--- config.mk ---
export PLATFORM = sky130hd
export DESIGN_NAME = pad_out_cell
export DESIGN_NICKNAME = d
export VERILOG_FILES = /design/src/rtl/pad_cell_pkg.sv /design/src/rtl/pad_func_stage.sv /design/src/rtl/pad_drive_ctrl.sv /design/src/rtl/pad_softstart.sv /design/src/rtl/pad_out_cell.sv
export SDC_FILE = /design/constraint.sdc
export NUM_CORES = 1
export LEC_CHECK = 0
export BUFFER_PORTS_ARGS = -buffer_cell sky130_fd_sc_hd__buf_2
export CORE_AREA = 4 4 41 43
export CTS_BUF_LIST = sky130_fd_sc_hd__clkbuf_4
export CTS_CLUSTER_SIZE = 24
export DETAILED_ROUTE_END_ITERATION = 10
export DIE_AREA = 0 0 45 47
export PLACE_DENSITY = 0.57
export SYNTH_ARGS = -nofsm -noshare
export SYNTH_HDL_FRONTEND = slang
export SYNTH_SLANG_ARGS = --single-unit
--- constraint.sdc ---
create_clock -name clk -period 2.5 [get_ports clk]
set_input_delay 0.375 -clock clk [delete_from_list [all_inputs] [get_ports clk]]
set_output_delay 0.375 -clock clk [all_outputs]
set_load 0.005 [all_outputs]
--- src/rtl/pad_cell_pkg.sv ---
// Shared encodings for the configurable output pad cell.
// Assumes two-bit mode and gate fields; widths are derived here.
package pad_cell_pkg;
    localparam int MODE_W = 2;
    localparam int GATE_W = 2;

    typedef enum logic [MODE_W-1:0] {
        MODE_MUX      = 2'b00,
        MODE_PASS     = 2'b01,
        MODE_GATE     = 2'b10,
        MODE_PASS_ALT = 2'b11
    } out_mode_e;

    typedef enum logic [GATE_W-1:0] {
        GATE_AND     = 2'b00,
        GATE_OR      = 2'b01,
        GATE_XOR     = 2'b10,
        GATE_AND_ALT = 2'b11
    } gate_op_e;
endpackage

--- src/rtl/pad_func_stage.sv ---
// Two-input output stage: a 2:1 multiplexer or a gate with optional
// input inversions. Purely combinational.
// Assumes inversions are ignored in multiplexer mode.
module pad_func_stage
    import pad_cell_pkg::*;
(
    input  out_mode_e mode,
    input  gate_op_e  gate,
    input  logic      inv_a,
    input  logic      inv_b,
    input  logic      a,
    input  logic      b,
    input  logic      sel,
    output logic      f
);
    logic a_i;
    logic b_i;

    // Apply the optional per-input inversions.
    always_comb begin
        a_i = a ^ inv_a;
        b_i = b ^ inv_b;
    end

    // Select the stage function.
    always_comb begin
        case (mode)
            MODE_MUX:  f = sel ? b : a;
            MODE_GATE: begin
                case (gate)
                    GATE_OR:  f = a_i | b_i;
                    GATE_XOR: f = a_i ^ b_i;
                    default:  f = a_i & b_i;
                endcase
            end
            default:   f = a_i;
        endcase
    end
endmodule

--- src/rtl/pad_drive_ctrl.sv ---
// Drive control: global three-state override (yielding to EXTEST),
// per-pin enable and open-drain emulation. Produces next pad value
// and enable. Combinational; the top module registers the results.
module pad_drive_ctrl (
    input  logic f,
    input  logic open_drain,
    input  logic pin_en,
    input  logic gts_in,
    input  logic gts_invert,
    input  logic gts_use,
    input  logic extest_active,
    output logic val_d,
    output logic oe_d
);
    logic gts_asserted;
    logic override;
    logic en_eff;

    // Resolve the global net sense and whether it may override the pad.
    always_comb begin
        gts_asserted = gts_use & (gts_in ^ gts_invert);
        override     = gts_asserted & ~extest_active;
        en_eff       = pin_en & ~override;
    end

    // Open drain drives 0 with the data steering the enable.
    always_comb begin
        if (open_drain) begin
            val_d = 1'b0;
            oe_d  = en_eff & ~f;
        end else begin
            val_d = f;
            oe_d  = en_eff;
        end
    end
endmodule

--- src/rtl/pad_softstart.sv ---
// Soft-start tracker: armed by a startup-done pulse, disarmed on the
// clock after the registered pad enable is seen high. Forces reduced
// slew while armed. Synchronous active-low reset disarms.
module pad_softstart (
    input  logic clk,
    input  logic rst_n,
    input  logic startup_done,
    input  logic oe_q,
    input  logic cfg_fast,
    output logic soft_q,
    output logic slew_fast
);
    // Arm on startup pulse, disarm after the first driven cycle.
    always_ff @(posedge clk) begin
        if (!rst_n) begin
            soft_q <= 1'b0;
        end else if (startup_done) begin
            soft_q <= 1'b1;
        end else if (soft_q && oe_q) begin
            soft_q <= 1'b0;
        end
    end

    // Reduced slew while soft start is pending.
    always_comb begin
        slew_fast = cfg_fast & ~soft_q;
    end
endmodule

--- src/rtl/pad_out_cell.sv ---
// Output path of one programmable I/O cell: function stage, drive
// control and soft-start slew tracker, with registered pad value and
// enable. Reset (synchronous, active low) floats the pad.
module pad_out_cell
    import pad_cell_pkg::*;
(
    input  logic              clk,
    input  logic              rst_n,
    input  logic [MODE_W-1:0] cfg_mode,
    input  logic [GATE_W-1:0] cfg_gate,
    input  logic              cfg_inv_a,
    input  logic              cfg_inv_b,
    input  logic              cfg_open_drain,
    input  logic              cfg_fast,
    input  logic              cfg_gts_use,
    input  logic              cfg_gts_invert,
    input  logic              sig_a,
    input  logic              sig_b,
    input  logic              sel,
    input  logic              pin_en,
    input  logic              gts_in,
    input  logic              extest_active,
    input  logic              startup_done,
    output logic              pad_val,
    output logic              pad_oe,
    output logic              slew_fast
);
    logic f;
    logic val_d;
    logic oe_d;
    logic soft_q;

    pad_func_stage u_stage (
        .mode  (out_mode_e'(cfg_mode)),
        .gate  (gate_op_e'(cfg_gate)),
        .inv_a (cfg_inv_a),
        .inv_b (cfg_inv_b),
        .a     (sig_a),
        .b     (sig_b),
        .sel   (sel),
        .f     (f)
    );

    pad_drive_ctrl u_drive (
        .f             (f),
        .open_drain    (cfg_open_drain),
        .pin_en        (pin_en),
        .gts_in        (gts_in),
        .gts_invert    (cfg_gts_invert),
        .gts_use       (cfg_gts_use),
        .extest_active (extest_active),
        .val_d         (val_d),
        .oe_d          (oe_d)
    );

    // Register pad value and enable on the output clock.
    always_ff @(posedge clk) begin
        if (!rst_n) begin
            pad_val <= 1'b0;
            pad_oe  <= 1'b0;
        end else begin
            pad_val <= val_d;
            pad_oe  <= oe_d;
        end
    end

    pad_softstart u_soft (
        .clk          (clk),
        .rst_n        (rst_n),
        .startup_done (startup_done),
        .oe_q         (pad_oe),
        .cfg_fast     (cfg_fast),
        .soft_q       (soft_q),
        .slew_fast    (slew_fast)
    );
endmodule

==> results list, run 1 <==
* Outcome: finished clean
- Switching power: 49.49 µW
- Routed wire length: 654 µm
- After global routing the overflow that remains totals 0.
* Wire length of the first global-routing pass: 1076 µm
* Fin worst setup slack: 1.003 ns
- The final number of max-transition violations is 0.
- In this run the remaining antenna-violating nets after routing total 0.
- The biggest area contributor in the post-synthesis netlist is dfxtp_1.
- Layout cells sized above 1: 46.55%
- Clock-pin slew was measured on the worst setup and hold paths at 0.04 ns.
- The via count of the first global-routing pass is 299.
- Counting along the longest clock path gives a buffer depth of 2.
- Entering global routing, the biggest net connects 5 pins.
- Port buffering added 21 buffers.
- In this run the cell area of the synthesized design comes to 277.8 µm².
* Register share of total power: 26.2%
* Clock tree root driver cell: clkbuf_4
- Period Utilization, post-route: 59.86%
* Final setup TNS: 0 ns
* TritonCTS clock tree: built
- Using the TritonRoute via totals, the vias-per-cell ratio works out to 4.123.
- Max-cap viol count: 0
* Class of the tightest hold or removal check: input pin to flop
* Final Core Density: 33.17%
- In this run the most critical hold path is launched from cfg_open_drain.
- The analysis attributes to cell leakage a power of 0.0002337 µW.
- Global routing consumed, over all layers together, 7.346% of the routing resources.
- Number of hold buffers added after CTS: 0
* Number of antenna cells inserted: 0
- Critical Path Fanout Max: 2
- The filler cells instantiated in the layout total 152.
- After technology mapping, the gate count stands at 33.
- The clock net in this run drives a total of 3 sinks.
- Vias: 301
- 22 I/O pins were placed.
- The path with the worst hold slack has its endpoint at pad_oe$_SDFF_PN0_.
- Final setup viols: 0
- Register-to-register setup slack: 1.81 ns
- Startpoint of the most critical register-to-register path: u_soft.soft_q$_SDFFE_PN0P_
- In the post-synthesis netlist, the biggest area contributors are dfxtp_1, ha_1, inv_1, nor2b_1, xor2_1.
- Data on the critical path arrives at its endpoint at 1.66 ns.
* Power density relative to cell area: 463.5 nW/µm²
- Worst slack, placed: 0.7591 ns
* Fraction of post-synthesis cell area in the top cell type by area: 21.62%
* Critical path startpoint category: input pin
- For this run, the detailed router's first-pass iteration total came to 1.
- The routed design could run at a clock period as short as 1.497 ns.
- Antenna violations before repair: 0
* Final estimated routing congestion in global placement: 0.6785
- Slew of the pin with the lowest slew margin: 0.2747 ns
* Number of instances resized during post-cts repair: 0
- Endpoint of the worst-slack reg-to-reg timing path: u_soft.soft_q$_SDFFE_PN0P_
- The die is 45 µm wide.
* Depth of the worst hold-timing path: 2
* Die Area: 2115 µm²
* Number of buffers created by CTS: 3
- After detailed routing, the average wire length per cell comes to 8.959 µm.
* Data required time of the critical path: 2.67 ns
- The detailed router finished its first iteration with 0 violations.
- The initial utilization of the core area, before any placement, comes to 21.35%.
* DRC viols: 0
- The finished cells cover 431.7 µm².
- Clock skew on the completed layout was measured at 0.00004723 ns.
- Proportion of power drawn by the clock network: 47.8%
- CTS built an H-tree with a depth of 1.
- Setup repair after global routing left no endpoint under its margin.
- Dividing the synthesized area by the synthesized cell count gives 8.417 µm².
- Worst-skew pair later-pin latency: 0.23 ns
- Hold Fails Final Rpt: 0
- FF+latch count, synth: 3
* Count of yosys warnings during synthesis: 0
- The worst setup path is of the input pin to flop kind.
- Buffers added to address setup during post-CTS repair amount to 0.
- The worst register-to-register path has a depth of 2.
- Part of the Yosys area used for sequential elements: 21.62%
* Switching Share: 24.74%
* P&R area growth vs syn: 55.41%
- Cell internal power was estimated by the tool at 150.6 µW.
* Type of element capturing the critical path: flop
* Final #Nets: 82
* Number of distinct library cells after synthesis: 18
- Maximum achievable frequency: 668.2 MHz
* Worst ir drop on vdd: 0.00009766 V
- The floorplan has 13 rows.
- Per report_power, the combinational group accounts for 26.0% of the total.
- Placed inst area: 401.6 µm²
- In this run the vertical extent of the chip is 47 µm.
* Placed cells: 69
- Relative slew margins: 81.58%
* Post-synthesis net count: 56
- Placed wire-length estimate: 583.2 µm
- Count of non-filler cells in the finished layout: 73
* Area inside the core boundary: 1301 µm²
==> power by group through the flow <==
stage | clock network [µW] | logic, µW | registers, µW
floorplan | 0 | 28.2 | 53.4
global placement | 0 | 51.2 | 53.1
detailed placement | 0 | 52.7 | 53.2
CTS | 99.3 | 52.9 | 52.5
global route | 101 | 60.7 | 52.9
finish | 95.7 | 52.0 | 52.4
==> kinds of logic (layout without fill, tap and decap cells) <==
kind of cell               Yosys count  in the layout  share of synthesized area [%]
AOI/OAI and AO/OA                    7              7                          19.37
and+or+nand+nor                     11             11                          24.78
xor gates and xnor gates             3              3                          9.461
DFF                                  3              3                          21.62
adders and majority gates            4              4                          18.02
buffers and inverters                5             30                          6.757
==> state kept, by name (all words and copies together), names as in the netlist <==
| name | cells |
|---|---|
| pad_oe | 1 |
| pad_val | 1 |
| u_soft.soft_q | 1 |
==> metal layers <==
metal / vias up / wire length, µm / track usage, %
met1: 124 / 236 / 7.045
met4: 0 / 0 / 5.263
li1: 161 / - / -
met5: - / 0 / 0
met2: 16 / 305 / 12.71
met3: 0 / 112 / 3.065
==> synth_stat cells <==
cell,number
inv_1,5
ha_1,4
dfxtp_1,3
nand2_1,3
nor2b_1,3
a31oi_1,2
xor2_1,2
a211oi_1,1
a21o_1,1
a21oi_2,1
a311o_1,1
nand2b_1,1
nand2b_4,1
nand3_1,1
nand3b_1,1
nand4_1,1
o21a_1,1
xnor2_1,1
==> critical path: stages <==
cell     delay, ns
buf_2         0.10
xor2_1        0.18
inv_1         0.06
ha_1          0.27
nand2_1       0.05
a21o_1        0.18
a311o_1       0.33
a21oi_2       0.11
==> metrics by stage <==
step	power [µW]	hold WS, ns
after CTS	204.7	0.3411
final	200.1	0.3504
after detailed placement	105.9	0.5400
after floorplan	81.59	0.4739
after global routing	214.8	0.3674
after global placement	104.4	0.5309
==> placed cells by master (no fill, tap or decap), drive strengths merged, types with 2 or more instances in the layout <==
cell / instances
buf: 21
a31oi: 2
nand2: 3
nand2b: 2
ha: 4
xor2: 2
inv: 5
nor2b: 3
clkbuf: 4
dfxtp: 3
==> worst max-delay path by stage <==
| stage | endpoint | depth (start not counted) | from | slack (ns) |
|---|---|---|---|---|
| 3_3_place_gp | pad_val$_SDFF_PP0_ | 8 | cfg_inv_b | 0.77 |
| 2_1_floorplan | pad_val$_SDFF_PP0_ | 7 | cfg_inv_b | 0.95 |
| 4_1_cts | pad_val$_SDFF_PP0_ | 8 | cfg_inv_b | 1.0 |
| 3_5_place_dp | pad_val$_SDFF_PP0_ | 8 | cfg_inv_b | 0.76 |
| 5_1_grt | pad_val$_SDFF_PP0_ | 8 | cfg_inv_b | 0.89 |
| 6_report | pad_val$_SDFF_PP0_ | 8 | cfg_inv_b | 1.00 |
==> final cells by class <==
class	count	area [µm²]	area share [%]
inverter	5	18.77	4.348
tap	15	18.77	4.348
clock buffer	4	30.03	6.957
multi-input combinational	25	198.9	46.09
timing repair buffer	21	105.1	24.35
sequential	3	60.06	13.91
Note: power is estimated with default switching activity, not from simulation.
==> run 2, diff against run 1 <==
- clock period: 2.5 -> 1.4 ns (I/O delays scaled with it)
==> run 2 against run 1 <==
  * Sequential cell count unchanged
  * First-iteration DRC count up 15
  * Count of clock-buffer cells in the layout unchanged
  * Global-route usage up 0.78 points
  * Via count up 5.0%
  * Worst setup slack worse by 0.91 ns
  * Sequential power up 79%
  * Clock power up 78%
  * Critical path type unchanged
==> results list, run 2 (synthesis results as in run 1) <==
- Outcome: finished clean
* Registers with the most flip-flops: pad_oe x1, pad_val x1, u_soft.soft_q x1
* Internal portion of total power: 273.1 µW (+81%)
- The wire length of the first global-routing pass came to 1131 µm (+5.1%).
- Post-route minimum period: 1.305 ns
- The total of fill cells in the finished design is 150 (-1.3%).
* Width of the chip: 45 µm (unchanged)
- Die Area: 2115 µm² (unchanged)
- Average detailed-routed wire length per instance: 8.838 µm (-1.4%)
- The aggregate global-route resource usage was 8.129% (+0.78 points).
- The largest buffer count on any clock path was 2 (unchanged).
- The cell row count is 13 (unchanged).
- GR Util met1: 8.163% (+1.1 points)
* Data required time of the critical path: 1.57 ns (-1.10 ns)
- The effective utilization at floorplan is 21.35% (unchanged).
- Worst ir drop on vdd: 0.0002039 V (+110%)
- Clock tree synthesis selected as its root buffer the cell clkbuf_4.
- Relative to the synthesized area, the layout overhead comes to 60.81%.
- The worst setup path is launched from an input pin.
- DRC viols: 0 (unchanged)
* Overall power of the completed layout: 362.7 µW (+81%)
* Largest net degree at the start of global routing: 5 (unchanged)
- The maximum fanout along the worst path was 2 (unchanged).
- Crit path kind: input pin to flop
- The residual antenna-violating net count after detailed routing came to 0 (unchanged).
- Logic gate share of total power: 27.2% (+1.2 points)
* Clock-pin slew on the worst setup and hold paths: 0.04 ns (about the same)
* Period Utilization, post-route: 93.22%
* Top library cells by usage in the layout, fill and taps aside: buf_2, inv_1, ha_1, clkbuf_4
- RSZ-0062 raised after global routing: no
- Hold Fails Final Rpt: 0 (unchanged)
- The post-cts hold buffer count is 0 (unchanged).
* # port buffers: 21 (unchanged)
* Post-CTS setup repair buffer count: 0 (unchanged)
- The power density relative to cell area came to 812.1 nW/µm² (+75%).
- CTS H-tree lvls: 1 (unchanged)
- The via count of the first global-routing pass came to 279 (-6.7%).
- The number of antenna violations at the first check in global routing was 0 (unchanged).
* Data arrival time at the worst-slack endpoint: 1.47 ns (-0.19 ns)
- IO Count: 22 (unchanged)
- Derived from the worst setup path, the maximum achievable clock frequency is 766.2 MHz.
- Register share of total power: 25.8% (-0.4 points)
- Critical Path Slowest Stage Cell: a311o_1
- Cells along the critical path: buf_2 -> xor2_2 -> inv_1 -> ha_1 -> nand2_1 -> a21o_1 -> a311o_1 -> a21oi_2
- Final estimated routing congestion in global placement: 0.7585 (+12%)
- The net switching power of the design is 89.59 µW (+81%).
- Max-cap viol count: 0 (unchanged)
- The share of total power consumed by net switching was 24.70% (-0.040 points).
- Leading cell type in the layout, fill and taps excluded: buf_2
- Slew of the pin with the lowest slew margin: 0.2769 ns (+0.002193 ns)
- The min-delay analysis places its worst path in the category input pin to flop.
- Leak: 0.0002398 µW (+2.6%)
* Final Core Density: 34.33% (+1.2 points)
* Relative slew margins: 81.43% (-0.15 points)
- The wire length reported by the detailed router is 654 µm (unchanged).
* CTS sink count: 3 (unchanged)
* Worst-skew pair later-pin latency: 0.23 ns (about the same)
* Layer with the highest usage after global routing: met2
* Pre-antenna DRT Iters: 4 (+3)
- Final number of max-transition violations: 0 (unchanged)
* TritonCTS clock tree: built
- The remaining global-route overflow came to 0 (unchanged).
* Layout cells sized above 1: 49.15% (+2.6 points)
- The post-cts repair resize count was 0 (unchanged).
- Number of buffers created by CTS: 3 (unchanged)
* Type of element capturing the critical path: flop
- The biggest cell delay along the critical path is 0.33 ns (about the same).
- Height of the die: 47 µm (unchanged)
- Proportion of power drawn by the clock network: 47.0% (-0.8 points)
- The detailed placer's ending HPWL is 582.7 µm (about the same).
- Global Route met2 Usage: 11.86% (-0.85 points)
* Number of antenna cells inserted: 0 (unchanged)
* Area inside the core boundary: 1301 µm² (unchanged)
* Vias: 316 (+5.0%)
- The number of vias per cell was 4.270 (+3.6%).
* Violation count after the first detailed-route iteration: 15 (+15)
- The final-report setup violation count is 0 (unchanged).
- The maximum clock skew at final layout was 0.00005201 ns (+0.000004788 ns).
- M3 GR Usage: 4.981% (+1.9 points)
* Final #Nets: 83 (+1.2%)
[run 2: cell types whose count changed in the layout (fill, tap and decap cells not counted), sizes merged]
cell	before	now
buf	21	22
[run 2: layout make-up]
cell class | instances | area (µm²) | area share (%)
multi-input cells | 25 | 206.4 | 46.22
clock buffers | 4 | 30.03 | 6.723
repair buffers | 22 | 112.6 | 25.21
well taps | 15 | 18.77 | 4.202
inverters | 5 | 18.77 | 4.202
flip-flops and latches | 3 | 60.06 | 13.45
[run 2: path summary, 6_finish.rpt]
path              slack [ns]                  startpoint                         end  cells after the start
hold / removal          0.18              cfg_open_drain           pad_oe$_SDFF_PN0_                      2
setup / recovery        0.09                   cfg_inv_b          pad_val$_SDFF_PP0_                      8
setup reg to reg        0.72  u_soft.soft_q$_SDFFE_PN0P_  u_soft.soft_q$_SDFFE_PN0P_                      2
hold reg to reg         0.53           pad_oe$_SDFF_PN0_  u_soft.soft_q$_SDFFE_PN0P_                      2
[run 2: power by group through the flow]
stage	registers (µW)	logic [µW]	clock network [µW]
5_1_grt	94.7	113	195
4_1_cts	93.7	98.7	182
2_1_floorplan	95.3	50.4	0
6_report	93.7	98.6	170
3_3_place_gp	94.8	96.2	0
3_5_place_dp	95.0	98.2	0
[run 2: critical path, delay by kind of cell]
family          cells  cell delay [ns]
compound gates      3             0.62
fa+ha+maj           1             0.27
buf+inv             2             0.17
xor+xnor            1             0.15
simple gates        1             0.05
[run 2: layer usage]
metal	up-vias	wire (µm)
li1	162	-
met1	134	243
met2	20	313
met3	0	97
met4	0	0
met5	-	0
[run 2: stage by stage]
step	cell area [µm²]	hold slack, ns	TNS [ns]	setup WS (ns)	cells
after floorplan	277.8	0.3089	0	0.01919	33
after global placement	409.1	0.4250	-0.1966	-0.1499	70
after detailed placement	409.1	0.4269	-0.2508	-0.1653	70
after CTS	439.2	0.1725	0	0.06854	74
after global routing	446.7	0.1762	0	0.01265	74
final	446.7	0.1815	0	0.09491	74
==> run 3, diff against run 2 <==
- PLACE_DENSITY: 0.57 -> unset
- clock period: 1.4 -> 1.2 ns (I/O delays scaled with it)
==> run 3 against run 2 <==
  * Critical path type unchanged
  * Worst setup slack got worse by 0.086 ns
  * Via count fell by 0.95%
  * First-iteration DRC count fell by 67%
  * Sequential cell count did not move
==> results list, run 3 (synthesis results as in run 1) <==
- Outcome: finished clean
* Critical Path Fanout Max: 2 (unchanged)
- Max-cap viol count: 0 (unchanged)
- The power density relative to cell area came to 915.6 nW/µm² (+13%).
* Final #Nets: 85 (+2.4%)
* Critical path startpoint category: input pin
* Pre-antenna DRT Iters: 2 (-2)
* Top library cells by usage in the layout, fill and taps aside: buf_2, inv_1, ha_1, clkbuf_4
- The fraction of power consumed by sequential logic is 25.2% (-0.6 points).
- Switching power: 105.4 µW (+18%)
* Final estimated routing congestion in global placement: 0.7696 (+1.5%)
- Height of the die: 47 µm (unchanged)
- Registers with the most flip-flops: pad_oe x1, pad_val x1, u_soft.soft_q x1
* Leak: 0.0002537 µW (+5.8%)
- Worst ir drop on vdd: 0.0005073 V (+150%)
- The clock transition time at the flip-flop clock pins of the worst setup and hold paths was 0.04 ns (about the same).
- The maximum number of pins on one net before global-route repair is 5 (unchanged).
* Antenna violations before repair: 0 (unchanged)
- TritonCTS clock tree: built
* Worst-skew pair later-pin latency: 0.23 ns (about the same)
- The total of fill cells in the finished design was 144 (-4.0%).
* Hold Fails Final Rpt: 0 (unchanged)
- Class of the tightest hold or removal check: input pin to flop
* Post-CTS setup repair buffer count: 0 (unchanged)
- CTS placed an instance of clkbuf_4 at the clock tree root.
- Vias: 313 (-0.95%)
* Placed wire-length estimate: 599.5 µm (+2.9%)
* Die Area: 2115 µm² (unchanged)
* Number of antenna cells inserted: 0 (unchanged)
* Routed wire length: 680 µm (+4.0%)
- Data required time of the critical path: 1.37 ns (-0.20 ns)
* Count of antenna-violating nets left after detailed routing: 0 (unchanged)
- Internal portion of total power: 328.7 µW (+20%)
- Count of non-filler cells in the finished layout: 76 (+2.7%)
- For the finished layout, the period the worst path requires is 1.191 ns.
- Data arrival time at the worst-slack endpoint: 1.36 ns (-0.11 ns)
- IO Count: 22 (unchanged)
* Relative slew margins: 81.18% (-0.25 points)
- The largest buffer count on any clock path was 2 (unchanged).
- The library cell used most frequently in the layout, excluding fill and tap cells, is buf_2.
- The detailed router's first-iteration violation count was 5 (-10).
- Number of buffers created by CTS: 3 (unchanged)
- Post-DR vias/cell: 4.118 (-3.6%)
* DRC viols: 0 (unchanged)
- The effective utilization at floorplan is 21.35% (unchanged).
- The part of the total power dissipated in the clock network was 45.7% (-1.3 points).
* Logic gate share of total power: 29.1% (+1.9 points)
- The total negative setup slack is 0 ns (unchanged).
* GRT Util Overall: 6.714% (-1.4 points)
* Final number of max-transition violations: 0 (unchanged)
- CTS H-tree lvls: 1 (unchanged)
- The total number of clock tree sinks was 3 (unchanged).
- Average detailed-routed wire length per instance: 8.947 µm (+1.2%)
- From synthesis to final layout, the design area changed by 70.72%.
- Of the available clock period, the critical path in the final layout requires 99.24%.
- The critical path is of the input pin to flop type.
- The count of buffers inserted at the top-level ports came to 21 (unchanged).
- For this run, the top clock speed supported by timing is 839.7 MHz.
- Placed cells: 72 (+2.9%)
- Setup repair after global routing could not meet its margin everywhere.
- The actual slew at the worst max-slew pin came to 0.2806 ns (+0.003773 ns).
- The remaining global-route overflow is 0 (unchanged).
- The share of total power consumed by net switching was 24.28% (-0.41 points).
- Clock skew: 0.0006489 ns (+0.0005969 ns)
- The area of the placeable core came to 1301 µm² (unchanged).
* Width of the chip: 45 µm (unchanged)
* Type of element capturing the critical path: flop
- The cell row count was 13 (unchanged).
- Layout cells sized above 1: 50.82% (+1.7 points)
- The via count of the first global-routing pass was 304 (+9.0%).
* Final setup viols: 0 (unchanged)
* Wire length of the first global-routing pass: 966 µm (-15%)
==> run 3: worst paths after layout <==
check / slack [ns] / to / cells after the start / startpoint
hold reg to reg: 0.54 / u_soft.soft_q$_SDFFE_PN0P_ / 2 / pad_oe$_SDFF_PN0_
setup / recovery: 0.009 / pad_val$_SDFF_PP0_ / 8 / cfg_inv_b
hold / removal: 0.16 / u_soft.soft_q$_SDFFE_PN0P_ / 2 / startup_done
setup reg to reg: 0.52 / u_soft.soft_q$_SDFFE_PN0P_ / 2 / u_soft.soft_q$_SDFFE_PN0P_
==> run 3: final cells by class <==
cell class              instances  area [µm²]  share of cell area, %
repair buffers                 24       140.1                  29.55
inverters                       5       18.77                  3.958
flip-flops and latches          3       60.06                  12.66
well taps                      15       18.77                  3.958
clock buffers                   4       30.03                  6.332
multi-input cells              25       206.4                  43.54
==> run 3: worst max-delay path, stage by stage <==
cell     delay, ns
buf_6         0.09
xor2_2        0.15
inv_1         0.06
ha_1          0.27
nand2_1       0.05
a21o_1        0.16
a311o_1       0.28
a21oi_2       0.11
==> run 3: layer usage <==
layer	GRT usage [%]	vias up	part of all wire, %
met2	12.43	18	47
met3	4.981	0	14
met4	1.754	0	0
li1	-	166	-
met5	0	-	0
met1	5.682	129	39
==> run 3: power by group through the flow <==
| stage | sequential (µW) | combinational (µW) | clock, µW |
|---|---|---|---|
| final | 109 | 127 | 198 |
| after global routing | 110 | 142 | 229 |
| after CTS | 109 | 129 | 211 |
| after detailed placement | 111 | 124 | 0 |
| after global placement | 111 | 122 | 0 |
| after floorplan | 111 | 59.9 | 0 |
==> run 3: timing repair <==
item                                    CTS  global route
pin swaps                                 1             0
hold endpoints to repair                  0             0
gates resized for setup                   2             0
endpoints found under the setup margin    1             1
hold buffers                              0             0
==> run 3: stage by stage <==
step / hold WS (ns) / total power, µW / util, % / worst slack, ns / area (µm²)
global placement: 0.3976 / 232.7 / 33.17 / -0.2619 / 431.7
floorplan: 0.2789 / 171.1 / - / -0.06564 / 285.3
CTS: 0.1529 / 449.0 / 36.44 / 0.007144 / 474.2
detailed placement: 0.3993 / 234.9 / 33.17 / -0.2690 / 431.7
global route: 0.1525 / 481.5 / 36.44 / -0.04145 / 474.2
finish: 0.1599 / 434.2 / 36.44 / 0.009130 / 474.2
